==> src/rtl/sdtrk_pkg.sv <==
package sdtrk_pkg;

  typedef enum logic [3:0] {
    C_DESEL = 4'd0,
    C_NOP   = 4'd1,
    C_BSTOP = 4'd2,
    C_READ  = 4'd3,
    C_WRITE = 4'd4,
    C_ACT   = 4'd5,
    C_PRE   = 4'd6,
    C_REF   = 4'd7,
    C_MRS   = 4'd8
  } cmd_e;

  typedef enum logic [2:0] {
    B_IDLE = 3'd0,
    B_OPEN = 3'd1,
    B_RD   = 3'd2,
    B_WR   = 3'd3,
    B_WREC = 3'd4
  } bstate_e;

  // Pin levels to command.
  function automatic cmd_e decode_pins(logic cs_n, logic ras_n, logic cas_n, logic we_n);
    if (cs_n) return C_DESEL;
    case ({ras_n, cas_n, we_n})
      3'b111:  return C_NOP;
      3'b110:  return C_BSTOP;
      3'b101:  return C_READ;
      3'b100:  return C_WRITE;
      3'b011:  return C_ACT;
      3'b010:  return C_PRE;
      3'b001:  return C_REF;
      default: return C_MRS;
    endcase
  endfunction

  // Legality of a command given the addressed bank and the whole-chip idle flag.
  function automatic logic cmd_ok(cmd_e c, bstate_e s, logic all_idle);
    case (c)
      C_READ, C_WRITE: return s != B_IDLE;
      C_ACT:           return s == B_IDLE;
      C_REF, C_MRS:    return all_idle;
      default:         return 1'b1;
    endcase
  endfunction

endpackage

==> src/rtl/sdtrk_decode.sv <==
module sdtrk_decode
  import sdtrk_pkg::*;
(
  input  logic cs_n,
  input  logic ras_n,
  input  logic cas_n,
  input  logic we_n,
  output cmd_e cmd
);
  assign cmd = decode_pins(cs_n, ras_n, cas_n, we_n);
endmodule

==> src/rtl/sdtrk_bank.sv <==
module sdtrk_bank
  import sdtrk_pkg::*;
#(
  parameter int WR_CYC = 2,
  localparam int CW = (WR_CYC > 1) ? $clog2(WR_CYC) : 1
) (
  input  logic    clk,
  input  logic    rst_n,
  input  cmd_e    cmd,
  input  logic    hit,
  input  logic    a10,
  input  logic    ok,
  input  logic    burst_done,
  output bstate_e state
);

  bstate_e        st_q, st_d;
  logic           ap_q, ap_d;
  logic [CW-1:0]  cnt_q, cnt_d;

  // Named events.
  logic take, start_burst, open_row, close_row, stop_burst, burst_end, wrec_exit;

  assign take        = ok && (hit || (cmd == C_PRE && a10) || cmd == C_BSTOP);
  assign start_burst = take && hit && (cmd == C_READ || cmd == C_WRITE);
  assign open_row    = take && hit && cmd == C_ACT;
  assign close_row   = take && cmd == C_PRE;
  assign stop_burst  = take && cmd == C_BSTOP && (st_q == B_RD || st_q == B_WR);
  assign burst_end   = burst_done && (st_q == B_RD || st_q == B_WR);
  assign wrec_exit   = (st_q == B_WREC) && (cnt_q == '0);

  always_comb begin
    st_d  = st_q;
    ap_d  = ap_q;
    cnt_d = cnt_q;
    if (start_burst) begin
      st_d = (cmd == C_READ) ? B_RD : B_WR;
      ap_d = a10;
    end else if (open_row) begin
      st_d = B_OPEN;
    end else if (close_row) begin
      st_d = B_IDLE;
      ap_d = 1'b0;
    end else if (stop_burst) begin
      st_d = B_OPEN;
      ap_d = 1'b0;
    end else if (burst_end && st_q == B_RD) begin
      st_d = ap_q ? B_IDLE : B_OPEN;
      ap_d = 1'b0;
    end else if (burst_end) begin
      st_d  = B_WREC;
      cnt_d = CW'(WR_CYC - 1);
    end else if (wrec_exit) begin
      st_d = ap_q ? B_IDLE : B_OPEN;
      ap_d = 1'b0;
    end else if (st_q == B_WREC) begin
      cnt_d = cnt_q - CW'(1);
    end
  end

  always_ff @(posedge clk) begin
    if (!rst_n) begin
      st_q  <= B_IDLE;
      ap_q  <= 1'b0;
      cnt_q <= '0;
    end else begin
      st_q  <= st_d;
      ap_q  <= ap_d;
      cnt_q <= cnt_d;
    end
  end

  assign state = st_q;

endmodule

==> src/rtl/sdram_bank_tracker.sv <==
module sdram_bank_tracker
  import sdtrk_pkg::*;
#(
  parameter int NUM_BANKS = 4,
  parameter int WR_CYC    = 2,
  localparam int BA_W = $clog2(NUM_BANKS),
  localparam int SW   = 3
) (
  input  logic                    clk,
  input  logic                    rst_n,
  input  logic                    cs_n,
  input  logic                    ras_n,
  input  logic                    cas_n,
  input  logic                    we_n,
  input  logic [BA_W-1:0]         ba,
  input  logic                    a10,
  input  logic                    burst_done,
  output logic [NUM_BANKS*SW-1:0] bank_state_o,
  output logic                    illegal_o,
  output logic [3:0]              cmd_o
);

  cmd_e    cmd_now;
  bstate_e st [NUM_BANKS];
  logic    all_idle;
  logic    cmd_legal;

  sdtrk_decode u_dec (
    .cs_n (cs_n),
    .ras_n(ras_n),
    .cas_n(cas_n),
    .we_n (we_n),
    .cmd  (cmd_now)
  );

  always_comb begin
    all_idle = 1'b1;
    for (int i = 0; i < NUM_BANKS; i++) begin
      if (st[i] != B_IDLE) all_idle = 1'b0;
    end
  end

  assign cmd_legal = cmd_ok(cmd_now, st[ba], all_idle);

  for (genvar g = 0; g < NUM_BANKS; g++) begin : g_bank
    sdtrk_bank #(.WR_CYC(WR_CYC)) u_bank (
      .clk       (clk),
      .rst_n     (rst_n),
      .cmd       (cmd_now),
      .hit       (ba == BA_W'(g)),
      .a10       (a10),
      .ok        (cmd_legal),
      .burst_done(burst_done),
      .state     (st[g])
    );
    assign bank_state_o[g*SW +: SW] = st[g];
  end

  always_ff @(posedge clk) begin
    if (!rst_n) begin
      illegal_o <= 1'b0;
      cmd_o     <= C_DESEL;
    end else begin
      illegal_o <= !cmd_legal;
      cmd_o     <= cmd_now;
    end
  end

endmodule

==> config.mk <==
export PLATFORM = sky130hd
export DESIGN_NAME = sdram_bank_tracker
export DESIGN_NICKNAME = d
export VERILOG_FILES = /design/src/rtl/sdtrk_pkg.sv /design/src/rtl/sdtrk_decode.sv /design/src/rtl/sdtrk_bank.sv /design/src/rtl/sdram_bank_tracker.sv
export SDC_FILE = /design/constraint.sdc
export NUM_CORES = 1
export LEC_CHECK = 0
export BUFFER_PORTS_ARGS = -buffer_cell sky130_fd_sc_hd__buf_2
export CORE_UTILIZATION = 50
export DETAILED_ROUTE_END_ITERATION = 12
export GPL_TIMING_DRIVEN = 0
export PLACE_DENSITY = 0.71
export SLEW_MARGIN = 0
export SYNTH_ARGS = -nofsm -noshare
export SYNTH_HDL_FRONTEND = slang
export SYNTH_SLANG_ARGS = --single-unit
==> constraint.sdc <==
create_clock -name clk -period 3.6 [get_ports clk]
set_input_delay 0.72 -clock clk [delete_from_list [all_inputs] [get_ports clk]]
set_output_delay 0.72 -clock clk [all_outputs]
set_load 0.03 [all_outputs]
### Yosys cells after proc, flatten, opt, wreduce, memory -nomap -nowiden

Index checks and enable logic that the tools add are counted.

| operators by class | value |
|---|---|
| eq/ne operators | 41 |
| reductions and logical operators | 84 |
| add/subtract/negate cells | 4 |
| $lt $le $gt $ge | 1 |
| bitwise gates (word level) | 25 |
| muxes and demuxes | 85 |

Operator list:

| kind | count |
|---|---|
| $mux 3 | 30 |
| $mux 1 | 50 |
| $logic_and 1x1->1 | 41 |
| $eq 3x2->1 const B | 10 |
| $pmux 4 s7 | 1 |
| $reduce_and 7->1 | 4 |
| $reduce_bool 7->1 | 4 |
| $eq 3x3->1 const B | 8 |
| $not 1->1 | 24 |
| $ne 5x2->1 const B | 4 |
| $reduce_bool 5->1 | 4 |
| $eq 4x3->1 const B | 4 |
| $ne 2x1->1 const B | 8 |
| $reduce_bool 3->1 | 5 |
| $logic_or 1x1->1 | 13 |
| $reduce_and 3->1 | 4 |
| $eq 4x2->1 const B | 2 |
| $mux 4 | 2 |
| $reduce_bool 2->1 | 4 |
| $bmux 3 s2 | 1 |
| $eq 2x2->1 const B | 2 |
| $eq 4x4->1 const B | 1 |
| $reduce_or 2->1 | 2 |
| $sub 1x1->1 const B | 4 |
| other kinds (8) | 8 |

| storage, ports and cells | value |
|---|---|
| output and inout bits | 17 |
| word-level logic and storage cells | 254 |
| bits in registers | 25 |
| input bits | 10 |

### Depth between registers and ports, before layout

| depth | value |
|---|---|
| depth after elaboration | 14 |
| mapped depth | 12 |
| mapped depth without buffers | 8 |

### Modules after synthesis

A second synthesis with hierarchy kept.

| second synthesis, totals | value |
|---|---|
| cells, all modules | 214 |
| area, all modules | 1823.0 um^2 |

Modules (own cells, without submodules):

| module | area each (um^2) | times used | cells an instance | seq. area each (um^2) |
|---|---|---|---|---|
| sdtrk_bank | 370.4 | 4 | 44 | 100.1 |
| sdram_bank_tracker | 294.0 | 1 | 31 | 100.1 |
| sdtrk_decode | 47.5 | 1 | 7 | 0.0 |

### Worst setup path after synthesis

Ideal clock, no wire load.

| timing | value |
|---|---|
| path type | in2reg |
| start point | input we_n |
| end point | register g_bank[0].u_bank.st_q[1] |
| data required time | 3.460 ns |
| stages on the path | 10 |
| setup slack | 0.484 ns |
| library setup time | 0.140 ns |
| buffers on the path | 2 |
| arrival | 2.976 ns |
| path through | clkbuf_1 > inv_1 > ha_1 > buf_2 > or3b_2 > nor3b_2 > o21ai_0 > and2_1 > o21ai_0 > o32ai_1 |

| on the way | value |
|---|---|
| longest elaborated chain between the ends | 14 |
| elaborated cells between the ends (all ways) | 35 |
| classes of those cells | eq/ne: 14; mux: 7; reduce/logical: 14 |

RTL lines:

| element | line | text |
|---|---|---|
| start: declaration | sdram_bank_tracker.sv:14 | `input logic we_n,` |
| $eq 3x1->1 (tied with other cells) | sdtrk_pkg.sv:26 | `case ({ras_n, cas_n, we_n})` |
| $pmux 4 s7 * | sdtrk_pkg.sv:26 |  |
| $mux 4 * | sdtrk_pkg.sv:26 |  |
| branches (longest 11 deep; another with $eq 4x3->1) | n/a |  |
| end signal: assignment | sdtrk_bank.sv:67 | `st_q <= st_d;` |
| end: declaration | sdtrk_bank.sv:17 | `bstate_e st_q, st_d;` |

Every way passes the cells marked *.
A chain may end at the register's enable or synchronous reset.

### Worst setup path in the final report

Same ends and word-level chain as after synthesis.

==> key figures <==
Place
  – Placement Setup Slack: -162 ps
  – Placed cell count: 304
  – Detailed Place HPWL: 3.35 mm
  – Port Buffers: 25
  – GP Congestion: 0.893

Die
  – Row count: 21
  – Core ar.: 3390 um^2
  – Initial Utilization: 53.2%
  – IO Pins: 27
  – Die Span X: 62.1 um
  – Die height: 62.1 um
  – Die area: 3850 um^2

Timing
  – Final WS setup: 270 ps
  – Worst slew pin tran: 564 ps
  – Worst Clk Skew: 4.17 ps
  – Unrepaired setup endpoints after global routing: no
  – Fin. Hold Viols: 0
  – Setup Total Neg Slack: 0 ps
  – Max_slew headroom: 62.4%
  – Hold_ws: 508 ps
  – Pins Over Slew Limit: 0
  – Fmax: 300 MHz
  – Final setup fails: 0
  – Minimum clock period: 3330 ps
  – Tcrit/Tclk final: 92.5%

Synth
  – Post-synth ARST share: 0%
  – Prevailing post-synth register cell: dfxtp_1
  – Mapped Area: 1800 um^2
  – Synth top area cells: dfxtp_1, a21oi_1, nor2_1
  – Largest area contributor in the netlist: dfxtp_1
  – Synthesis warning total: 0
  – Mapped Avg Cell Area: 7.74 um^2
  – Gate Count Post-Synth: 233
  – Post-synth cell types: 55
  – EDFF count, synth: 0
  – Most frequent cell after synthesis: dfxtp_1
  – Post-synth top area share: 27.7%
  – Sequential area share after synthesis: 27.7%
  – Most frequent cells after synthesis: dfxtp_1, a21oi_1, nor2_1, nand2_1, o21ai_0
  – Count of state elements after synthesis: 25
  – Syn Nets: 247

Worst setup path
  – Worst setup EP type: flop
  – CP arrival: 3540 ps
  – Startpoint types: input port
  – Worst setup path category: in -> reg
  – Worst reg-to-reg path cell count: 6
  – Worst path top cell family by delay: simple AND/OR/NAND/NOR gates
  – Cell Chain, Critical Path: buf_2, clkbuf_1, inv_1, ha_1, buf_2, or3b_2, nor3b_4, o21ai_0, and2_1, o21ai_0, o32ai_1
  – Levels on crit path: 11
  – CP Max Fanout: 9
  – WP data required: 3810 ps
  – CP Buf/Inv Count: 4
  – Slowest-stage cell, CP: or3b_2
  – Slowest stage delay, CP: 560 ps

Detailed routing
  – First-pass detailed-route iteration total: 4
  – Via/cell ratio: 6.00
  – DRT Wirelength: 4.62 mm
  – DR vias: 1847
  – Drt wl/cell: 15.0 um
  – 1st-iter DRT viols: 69
  – Post-route ant nets: 0
  – Remaining DRCs: 0

Clock network
  – Post_cts resized: 0
  – Clock Path Buffers: 2
  – Total CTS buffers: 3
  – CTS tree: built
  – Post-CTS Setup Inserts: 0
  – CTS Hold Bufs: 0
  – CTS Sinks: 25
  – Htree depth: 1
  – Clk_lat worst skew: 330 ps
  – Root buf cell: clkbuf_4
  – Clock slew at reported path FFs: 140 ps

Power and ir drop
  – Pwr per Cell Area: 271 nW/um^2
  – Leakage: 0.000814 uW
  – Maximum vdd drop: 0.164 mV
  – Total chip power: 547 uW

Global routing
  – Initial antenna violation count: 0
  – Global-route wire length before repair: 7.27 mm
  – Number of global-route vias before repair: 1574
  – Pin count of the biggest net entering global routing: 15
  – GR Util All Layers: 25.9%
  – Total gr overflow: 0

Cells and area
  – Layout Cells excl Fill: 308
  – # nets final: 277
  – FF/Latch Area: 500 um^2
  – Fillers: 337
  – Area of the multi-input gates: 1230 um^2
  – Layout cell share with drive strength beyond 1: 18.3%
  – Ant. Diodes: 0
  – Layout overhead on the synthesized area: 12.0%

Outcome
  – Status: complete, no violations

Hold path
  – HP Class: reg -> reg
  – Hold depth: 2

Job
  – Max-cap viol count: 0
==> logic make-up (layout without fill, tap and decap cells) <==
group	after synthesis	after routing	synth area share [%]
multiplexers	4	4	2.91
AND/OR/NAND/NOR	107	107	33.7
buffers and inverters	16	45	4.30
AO/OA/AOI/OAI	77	77	28.6
flip-flops	25	25	27.7
adder cells (fa/ha/maj)	4	4	2.77
==> layer usage <==
| metal | up-vias | wire length [um] | part of all wire [%] | track usage [%] |
|---|---|---|---|---|
| met5 | - | 0 | 0 | 0 |
| met1 | 856 | 2180 | 47 | 34.9 |
| met3 | 7 | 288 | 6.2 | 6.21 |
| li1 | 934 | - | - | - |
| met4 | 0 | 68 | 1.5 | 9.21 |
| met2 | 50 | 2080 | 45 | 40.1 |
==> path summary, 6_finish.rpt <==
kind,startpoint,to,slack [ps]
max reg2reg,g_bank[3].u_bank.state[0],g_bank[0].u_bank.state[0],1130
max,we_n,g_bank[0].u_bank.state[1],270
min,g_bank[0].u_bank.cnt_q,g_bank[0].u_bank.cnt_q,510
min reg2reg,g_bank[0].u_bank.cnt_q,g_bank[0].u_bank.cnt_q,510
==> placed cells by master, fill, tap and decap left out, types with 2 or more instances in the layout <==
master,instances
nand3b_1,2
nand3_1,13
clkbuf_4,3
dfxtp_1,25
clkbuf_1,6
buf_6,2
a21oi_1,24
a21o_1,6
buf_2,27
a31o_2,2
nor2_1,22
inv_1,6
or2b_1,2
nor2b_1,3
o2bb2ai_1,2
o21ai_0,15
o41ai_1,3
o32ai_1,2
mux2i_1,3
and2_1,2
nand2b_1,10
or3b_2,2
and3b_1,2
a21boi_1,2
nor4_1,4
nor3_1,12
nand2_1,15
ha_1,4
o211ai_1,3
a211oi_1,3
o211a_1,2
nor3b_1,2
nand4_1,6
or4_1,2
==> through the flow <==
step                      utilization, %  cell area, um^2
after floorplan                        -             1800
after global placement              58.6             1990
after detailed placement            58.6             1990
after CTS                           59.4             2010
after global routing                59.6             2020
final                               59.6             2020
==> final cells by class <==
type                            count  area share (%)
Clock inverter                      1           0.248
Tap cell                           46            2.85
Inverter                            6            1.11
Multi-Input combinational cell    192            61.0
Clock buffer                        3            1.11
Timing Repair Buffer               25            6.19
Sequential cell                    25            24.8
Buffer                             10            2.72
==> worst min-delay path, cell delays in order, from the launching register on <==
cell     delay [ps]
dfxtp_1         350
nand2_1          60
o22ai_1          60
==> registers in the layout, summed over array words and instances (netlist names) <==
name,count
g_bank.u_bank.cnt_q,4
illegal_o,1
g_bank.u_bank.state,12
cmd_o,4
g_bank.u_bank.ap_q,4
==> power breakdown <==
| part | switching, uW | total, uW | internal, uW |
|---|---|---|---|
| clock | 92.0 | 134 | 41.9 |
| combinational | 85.8 | 128 | 41.9 |
| sequential | 3.61 | 285 | 281 |
| total | 181 | 547 | 365 |
Note: power is estimated with default switching activity, not from simulation.
